===== config.mk =====
export PLATFORM = sky130hd
export DESIGN_NAME = sync_frame_rx
export DESIGN_NICKNAME = d
export VERILOG_FILES = /design/src/rtl/sfr_pkg.sv /design/src/rtl/sfr_edge_sync.sv /design/src/rtl/sfr_ctrl.sv /design/src/rtl/sfr_datapath.sv /design/src/rtl/sync_frame_rx.sv
export SDC_FILE = /design/constraint.sdc
export NUM_CORES = 1
export LEC_CHECK = 0
export BUFFER_PORTS_ARGS = -buffer_cell sky130_fd_sc_hd__buf_2
export CELL_PAD_IN_SITES_DETAIL_PLACEMENT = 0
export CELL_PAD_IN_SITES_GLOBAL_PLACEMENT = 1
export CORE_ASPECT_RATIO = 1.75
export CORE_UTILIZATION = 36
export DETAILED_ROUTE_END_ITERATION = 7
export PLACE_DENSITY = 0.66
export SKIP_CTS_REPAIR_TIMING = 1
export SYNTH_ARGS = -nofsm -noshare
export SYNTH_HDL_FRONTEND = slang
export SYNTH_SLANG_ARGS = --single-unit
export TNS_END_PERCENT = 1

===== constraint.sdc =====
create_clock -name clk -period 1.4 [get_ports clk]
set_input_delay 0.35 -clock clk [delete_from_list [all_inputs] [get_ports clk]]
set_output_delay 0.35 -clock clk [all_outputs]
set_load 0.02 [all_outputs]

===== src/rtl/sfr_pkg.sv =====
package sfr_pkg;

  typedef struct packed {
    logic shiftSync;
    logic armSync;
    logic shiftBlk;
    logic complete;
  } sfrStrobes_t;

endpackage


===== src/rtl/sfr_edge_sync.sv =====
module sfr_edge_sync #(
  parameter int STAGES = 2
) (
  input  logic clk,
  input  logic rstN,
  input  logic serClk,
  input  logic serData,
  output logic fallEdge,
  output logic bitVal
);

  logic [STAGES-1:0] clkPipe;
  logic [STAGES-1:0] datPipe;
  logic              clkPrev;

  always_ff @(posedge clk or negedge rstN) begin
    if (!rstN) begin
      clkPipe <= '1;
      datPipe <= '1;
      clkPrev <= 1'b1;
    end else begin
      clkPipe <= {clkPipe[STAGES-2:0], serClk};
      datPipe <= {datPipe[STAGES-2:0], serData};
      clkPrev <= clkPipe[STAGES-1];
    end
  end

  assign fallEdge = clkPrev & ~clkPipe[STAGES-1];
  assign bitVal   = datPipe[STAGES-1];

  AST_FALL_SINGLE: assert property (@(posedge clk) disable iff (!rstN)
    fallEdge |=> !fallEdge);

endmodule


===== src/rtl/sfr_ctrl.sv =====
module sfr_ctrl
  import sfr_pkg::*;
#(
  parameter int BLK_BITS = 11
) (
  input  logic        clk,
  input  logic        rstN,
  input  logic        fallEdge,
  input  logic        matchNext,
  output sfrStrobes_t strb
);

  localparam int CW = $clog2(BLK_BITS);
  localparam logic [CW-1:0] LAST = CW'(BLK_BITS - 1);

  typedef enum logic {HUNT, CAPT} rxState_t;

  rxState_t  state, stateNext;
  logic [CW-1:0] bitCnt, bitCntNext;

  always_comb begin
    strb       = '0;
    stateNext  = state;
    bitCntNext = bitCnt;
    if (fallEdge) begin
      if (state == HUNT) begin
        strb.shiftSync = 1'b1;
        if (matchNext) begin
          strb.armSync = 1'b1;
          stateNext    = CAPT;
          bitCntNext   = '0;
        end
      end else begin
        strb.shiftBlk = 1'b1;
        if (bitCnt == LAST) begin
          strb.complete = 1'b1;
          stateNext     = HUNT;
          bitCntNext    = '0;
        end else begin
          bitCntNext = bitCnt + CW'(1);
        end
      end
    end
  end

  always_ff @(posedge clk or negedge rstN) begin
    if (!rstN) begin
      state  <= HUNT;
      bitCnt <= '0;
    end else begin
      state  <= stateNext;
      bitCnt <= bitCntNext;
    end
  end

  AST_CNT_RANGE: assert property (@(posedge clk) disable iff (!rstN)
    bitCnt <= LAST);

  AST_COMPLETE_HUNT: assert property (@(posedge clk) disable iff (!rstN)
    strb.complete |=> (state == HUNT));

  AST_MATCH_CAPT: assert property (@(posedge clk) disable iff (!rstN)
    strb.armSync |=> (state == CAPT) && (bitCnt == '0));

endmodule


===== src/rtl/sfr_datapath.sv =====
module sfr_datapath
  import sfr_pkg::*;
#(
  parameter int SYNC_W = 4,
  parameter logic [SYNC_W-1:0] SYNC_PATTERN = 4'b1010,
  parameter int ADDR_W = 3,
  parameter int DATA_W = 8
) (
  input  logic              clk,
  input  logic              rstN,
  input  logic              bitVal,
  input  sfrStrobes_t       strb,
  input  logic              blkReady,
  input  logic              ovrClr,
  output logic              matchNext,
  output logic              blkValid,
  output logic [ADDR_W-1:0] blkAddr,
  output logic [DATA_W-1:0] blkData,
  output logic              busy,
  output logic              overrun
);

  localparam int BLK_BITS = ADDR_W + DATA_W;

  logic [SYNC_W-1:0]   syncBuf;
  logic [SYNC_W-1:0]   syncShifted;
  logic [BLK_BITS-1:0] blkSr;
  logic [BLK_BITS-1:0] blkWord;
  logic [BLK_BITS-1:0] landBuf, outBuf;
  logic                landFull, outFull;
  logic                accept, drop, moveOut, release_;

  assign syncShifted = {syncBuf[SYNC_W-2:0], bitVal};
  assign matchNext   = (syncShifted == SYNC_PATTERN);
  assign blkWord     = {bitVal, blkSr[BLK_BITS-1:1]};

  assign accept   = strb.complete && !landFull && !outFull;
  assign drop     = strb.complete && (landFull || outFull);
  assign moveOut  = landFull && !outFull;
  assign release_ = outFull && blkReady;

  always_ff @(posedge clk or negedge rstN) begin
    if (!rstN) begin
      syncBuf <= '1;
      blkSr   <= '0;
    end else begin
      if (strb.armSync)        syncBuf <= '1;
      else if (strb.shiftSync) syncBuf <= syncShifted;
      if (strb.shiftBlk)       blkSr   <= blkWord;
    end
  end

  always_ff @(posedge clk or negedge rstN) begin
    if (!rstN) begin
      landBuf  <= '0;
      outBuf   <= '0;
      landFull <= 1'b0;
      outFull  <= 1'b0;
    end else begin
      if (accept) begin
        landBuf  <= blkWord;
        landFull <= 1'b1;
      end else if (moveOut) begin
        landFull <= 1'b0;
      end
      if (moveOut) begin
        outBuf  <= landBuf;
        outFull <= 1'b1;
      end else if (release_) begin
        outFull <= 1'b0;
      end
    end
  end

  always_ff @(posedge clk or negedge rstN) begin
    if (!rstN)       overrun <= 1'b0;
    else if (drop)   overrun <= 1'b1;
    else if (ovrClr) overrun <= 1'b0;
  end

  assign blkValid = outFull;
  assign blkAddr  = outBuf[ADDR_W-1:0];
  assign blkData  = outBuf[BLK_BITS-1:ADDR_W];
  assign busy     = landFull | outFull;

  AST_ARM_ONES: assert property (@(posedge clk) disable iff (!rstN)
    strb.armSync |=> (syncBuf == '1));

  AST_VALID_HOLD: assert property (@(posedge clk) disable iff (!rstN)
    blkValid && !blkReady |=> blkValid && $stable(blkAddr) && $stable(blkData));

  AST_DROP_FLAG: assert property (@(posedge clk) disable iff (!rstN)
    strb.complete && busy |=> overrun);

  AST_DROP_KEEPS: assert property (@(posedge clk) disable iff (!rstN)
    strb.complete && blkValid && !blkReady |=> blkValid && $stable(blkData));

  AST_OVR_STICKY: assert property (@(posedge clk) disable iff (!rstN)
    overrun && !ovrClr |=> overrun);

  AST_BUSY_ACCEPT: assert property (@(posedge clk) disable iff (!rstN)
    strb.complete && !busy |=> busy);

endmodule


===== src/rtl/sync_frame_rx.sv =====
module sync_frame_rx
  import sfr_pkg::*;
#(
  parameter int SYNC_W = 4,
  parameter logic [SYNC_W-1:0] SYNC_PATTERN = 4'b1010,
  parameter int ADDR_W = 3,
  parameter int DATA_W = 8,
  parameter int SYNC_STAGES = 2
) (
  input  logic              clk,
  input  logic              rstN,
  input  logic              serClk,
  input  logic              serData,
  input  logic              blkReady,
  input  logic              ovrClr,
  output logic              blkValid,
  output logic [ADDR_W-1:0] blkAddr,
  output logic [DATA_W-1:0] blkData,
  output logic              busy,
  output logic              overrun
);

  localparam int BLK_BITS = ADDR_W + DATA_W;

  logic        fallEdge, bitVal, matchNext;
  sfrStrobes_t strb;

  sfr_edge_sync #(.STAGES(SYNC_STAGES)) u_edge (
    .clk(clk), .rstN(rstN), .serClk(serClk), .serData(serData),
    .fallEdge(fallEdge), .bitVal(bitVal)
  );

  sfr_ctrl #(.BLK_BITS(BLK_BITS)) u_ctrl (
    .clk(clk), .rstN(rstN), .fallEdge(fallEdge), .matchNext(matchNext),
    .strb(strb)
  );

  sfr_datapath #(
    .SYNC_W(SYNC_W), .SYNC_PATTERN(SYNC_PATTERN),
    .ADDR_W(ADDR_W), .DATA_W(DATA_W)
  ) u_dp (
    .clk(clk), .rstN(rstN), .bitVal(bitVal), .strb(strb),
    .blkReady(blkReady), .ovrClr(ovrClr), .matchNext(matchNext),
    .blkValid(blkValid), .blkAddr(blkAddr), .blkData(blkData),
    .busy(busy), .overrun(overrun)
  );

endmodule


==> results_dict.tcl <==
set metrics [dict create \
    clkTransAtPathRegs_ps 90 \
    clkPwrFrac 0.295 \
    ys_ff_latch 48 \
    hpwlAfterDp_mm 2.472 \
    tightest_slew_ps 260.7 \
    synth_area_leaders "dfrtp_1, mux2_2, dfstp_2" \
    ys_warn_count 0 \
    min_path_type "primary input to asynchronous set/reset pin" \
    violations "DRC, setup timing" \
    power_density_nw_per_um2 1331 \
    setup_viol 27 \
    drc_errors 2 \
    yosysTopAreaCell "dfrtp_1" \
    status "complete, but fails checks" \
    start_util 0.3794 \
    p_int_mw 2.459 \
    cts_inserted_buffers 5 \
    clkLatencyLatePin_ps 300 \
    synth_edf_count 0 \
    netlist.area_leader.share 0.5212 \
    synth_cell_types 34 \
    core-area_um2 5062 \
    maxCapViolations 0 \
    fin_crit_ps 1592 \
    r2r_cells 5 \
    reg2reg_to "u_dp.landBuf[1]$_DFFE_PN0P_" \
    fin_area_um2 2474 \
    syn_inst 123 \
    r2r_setup_slack_ps -190 \
    pwr-share-seq 0.513 \
    finalClockSkew_ps 11.15 \
    row_count 34 \
    worstPathArrival_ps 1780 \
    cp-start-kind "flip-flop" \
    synthArstFlopShare 1.000 \
    power_switching_mw 0.8346 \
    layout-drive-gt1-share 0.5930 \
    drtIter0Drc 9 \
    max-clock-path-buffers 2 \
    crit_fanout 6 \
    gp_congestion 0.7359 \
    die_area_um2 5643 \
    area_delta_synth_final_pct 28.79 \
    io_pins 20 \
    ys_seq_area_frac 0.6306 \
    nets 179 \
    hold_violations 0 \
    cts_root_buffer "clkbuf_8" \
    slew_violations 0 \
    grt_usage 0.1452 \
    postSynthAreaPerCell_um2 15.61 \
    first_pass_iters 5 \
    switching_share 0.2534 \
    clkSinkCount 48 \
    layout_setup_ws_ps -191.5 \
    timing.rr.start "u_edge.clkPrev$_DFF_PN1_" \
    die_x_um 57.22 \
    combPwrFrac 0.192 \
    portBuffers 19 \
    vias 1130 \
    drt_wl_total_mm 3.556 \
    holdWs_ps 17.47 \
    syn_nets 131 \
    dpl_cell_area_um2 2256 \
    viasPerCell 5.000 \
    antenna_found_initial 0 \
    criticalPathCategory "flip-flop to flip-flop" \
    synth_ff_type "dfrtp_1" \
    wire_per_inst_um 15.73 \
    grt_setup_unrepaired "true" \
    slew_headroom 0.8238 \
    cts_max_level 2 \
    fmax_mhz 628.3 \
    grt_pass1_wl_mm 6.210 \
    antenna_cells 0 \
    power_leakage_nw 1.270 \
    vdd_drop_max_uv 721.7 \
    required_ps 1590 \
    dieHeight_um 98.63 \
    syn-cell-area_um2 1921 \
    finalCritPeriodShare 1.137 \
    grt_pass1_vias 1324 \
    cts_tree "yes" \
    cp-end-kind "flip-flop" \
    grt_remaining_overflow 0 \
    grt_max_degree 49 \
    drtAntennaViolNets 0 \
]
worst max-delay path, cell delays in order (launching register included):
cell,delay (ps)
dfstp_2,560
nand3b_4,90
nor4_4,200
buf_4,180
clkbuf_16,150
mux2_4,300
power by group through the flow:
stage	clock network (mW)	logic (mW)	registers [mW]
finish	0.971	0.633	1.69
global route	1.05	0.706	1.71
CTS	1.01	0.608	1.69
detailed placement	0	0.605	1.72
global placement	0	0.571	1.70
floorplan	0	0.300	1.71
area by class of cell:
cell class | count | area, µm²
flip-flops and latches | 48 | 1212
inverters | 5 | 18.77
repair buffers | 44 | 350.3
clock inverters | 2 | 35.03
well taps | 54 | 67.56
clock buffers | 6 | 72.57
multi-input cells | 67 | 716.9
fillers | 462 | 2589
how the worst max path moves through the flow:
| stage | depth (start not counted) | start | end |
|---|---|---|---|
| after global routing | 6 | u_dp.blkValid$_DFFE_PN0P_ | u_dp.landBuf[1]$_DFFE_PN0P_ |
| after floorplan | 6 | u_ctrl.bitCnt[0]$_DFFE_PN0P_ | u_dp.landBuf[1]$_DFFE_PN0P_ |
| after global placement | 6 | u_ctrl.bitCnt[0]$_DFFE_PN0P_ | u_dp.landBuf[0]$_DFFE_PN0P_ |
| after CTS | 3 | u_edge.clkPrev$_DFF_PN1_ | u_ctrl.bitCnt[3]$_DFFE_PN0P_ |
| final | 5 | u_edge.clkPrev$_DFF_PN1_ | u_dp.landBuf[1]$_DFFE_PN0P_ |
| after detailed placement | 3 | u_edge.clkPrev$_DFF_PN1_ | u_ctrl.bitCnt[3]$_DFFE_PN0P_ |
cells in the final DEF (no fill, tap or decap), types with 2 or more instances in the layout:
| cell | count |
|---|---|
| buf_4 | 21 |
| mux2_4 | 11 |
| nand2b_1 | 2 |
| buf_2 | 17 |
| buf_6 | 2 |
| mux2_2 | 22 |
| clkbuf_8 | 5 |
| inv_1 | 4 |
| nor3_1 | 2 |
| dfstp_2 | 8 |
| ha_1 | 2 |
| o21a_1 | 2 |
| nand2_1 | 2 |
| a22o_1 | 3 |
| dfrtp_1 | 39 |
| buf_12 | 3 |
sequential cells by signal, indices dropped and copies added (netlist names), 2 cells and up:
| signal | count |
|---|---|
| u_edge.datPipe | 2 |
| u_dp.outBuf | 11 |
| u_ctrl.bitCnt | 4 |
| u_dp.blkSr | 10 |
| u_dp.syncBuf | 3 |
| u_dp.landBuf | 11 |
| u_edge.clkPipe | 2 |
cell families after synthesis:
logic type | share of synthesized area
buffers and inverters | 0.02084
multiplexers | 0.2163
AND/OR/NAND/NOR | 0.06971
flip-flops | 0.6306
adder cells (fa/ha/maj) | 0.01303
AO/OA/AOI/OAI | 0.04952
routing by layer:
layer | vias to the layer above | share of wire | global-route usage
li1 | 528 | - | -
met3 | 8 | 0.028 | 0.02756
met4 | 0 | 0.024 | 0.07505
met5 | - | 0 | 0
met1 | 576 | 0.39 | 0.1580
met2 | 18 | 0.56 | 0.2606
per-stage QoR:
step | setup WS [ps] | total power, mW | util | setup TNS (ps) | cells
after global placement | -191.6 | 2.274 | 0.4456 | -2989 | 215
after detailed placement | -227.7 | 2.322 | 0.4456 | -3651 | 215
final | -191.5 | 3.294 | 0.4886 | -2809 | 226
after CTS | -245.7 | 3.306 | 0.4669 | -4467 | 223
after global routing | -232.8 | 3.473 | 0.4886 | -4080 | 226
after floorplan | -223.8 | 2.014 | - | -2506 | 123
synthesized netlist by cell type, types with 2 or more instances:
| library cell | instances |
|---|---|
| a22o_1 | 3 |
| buf_2 | 2 |
| dfrtp_1 | 40 |
| dfstp_2 | 8 |
| ha_1 | 2 |
| inv_1 | 4 |
| mux2_2 | 24 |
| mux2_4 | 9 |
| nand2_1 | 3 |
| nand2b_1 | 2 |
| nor3_1 | 2 |
| o21a_1 | 2 |
Note: power is estimated with default switching activity, not from simulation.
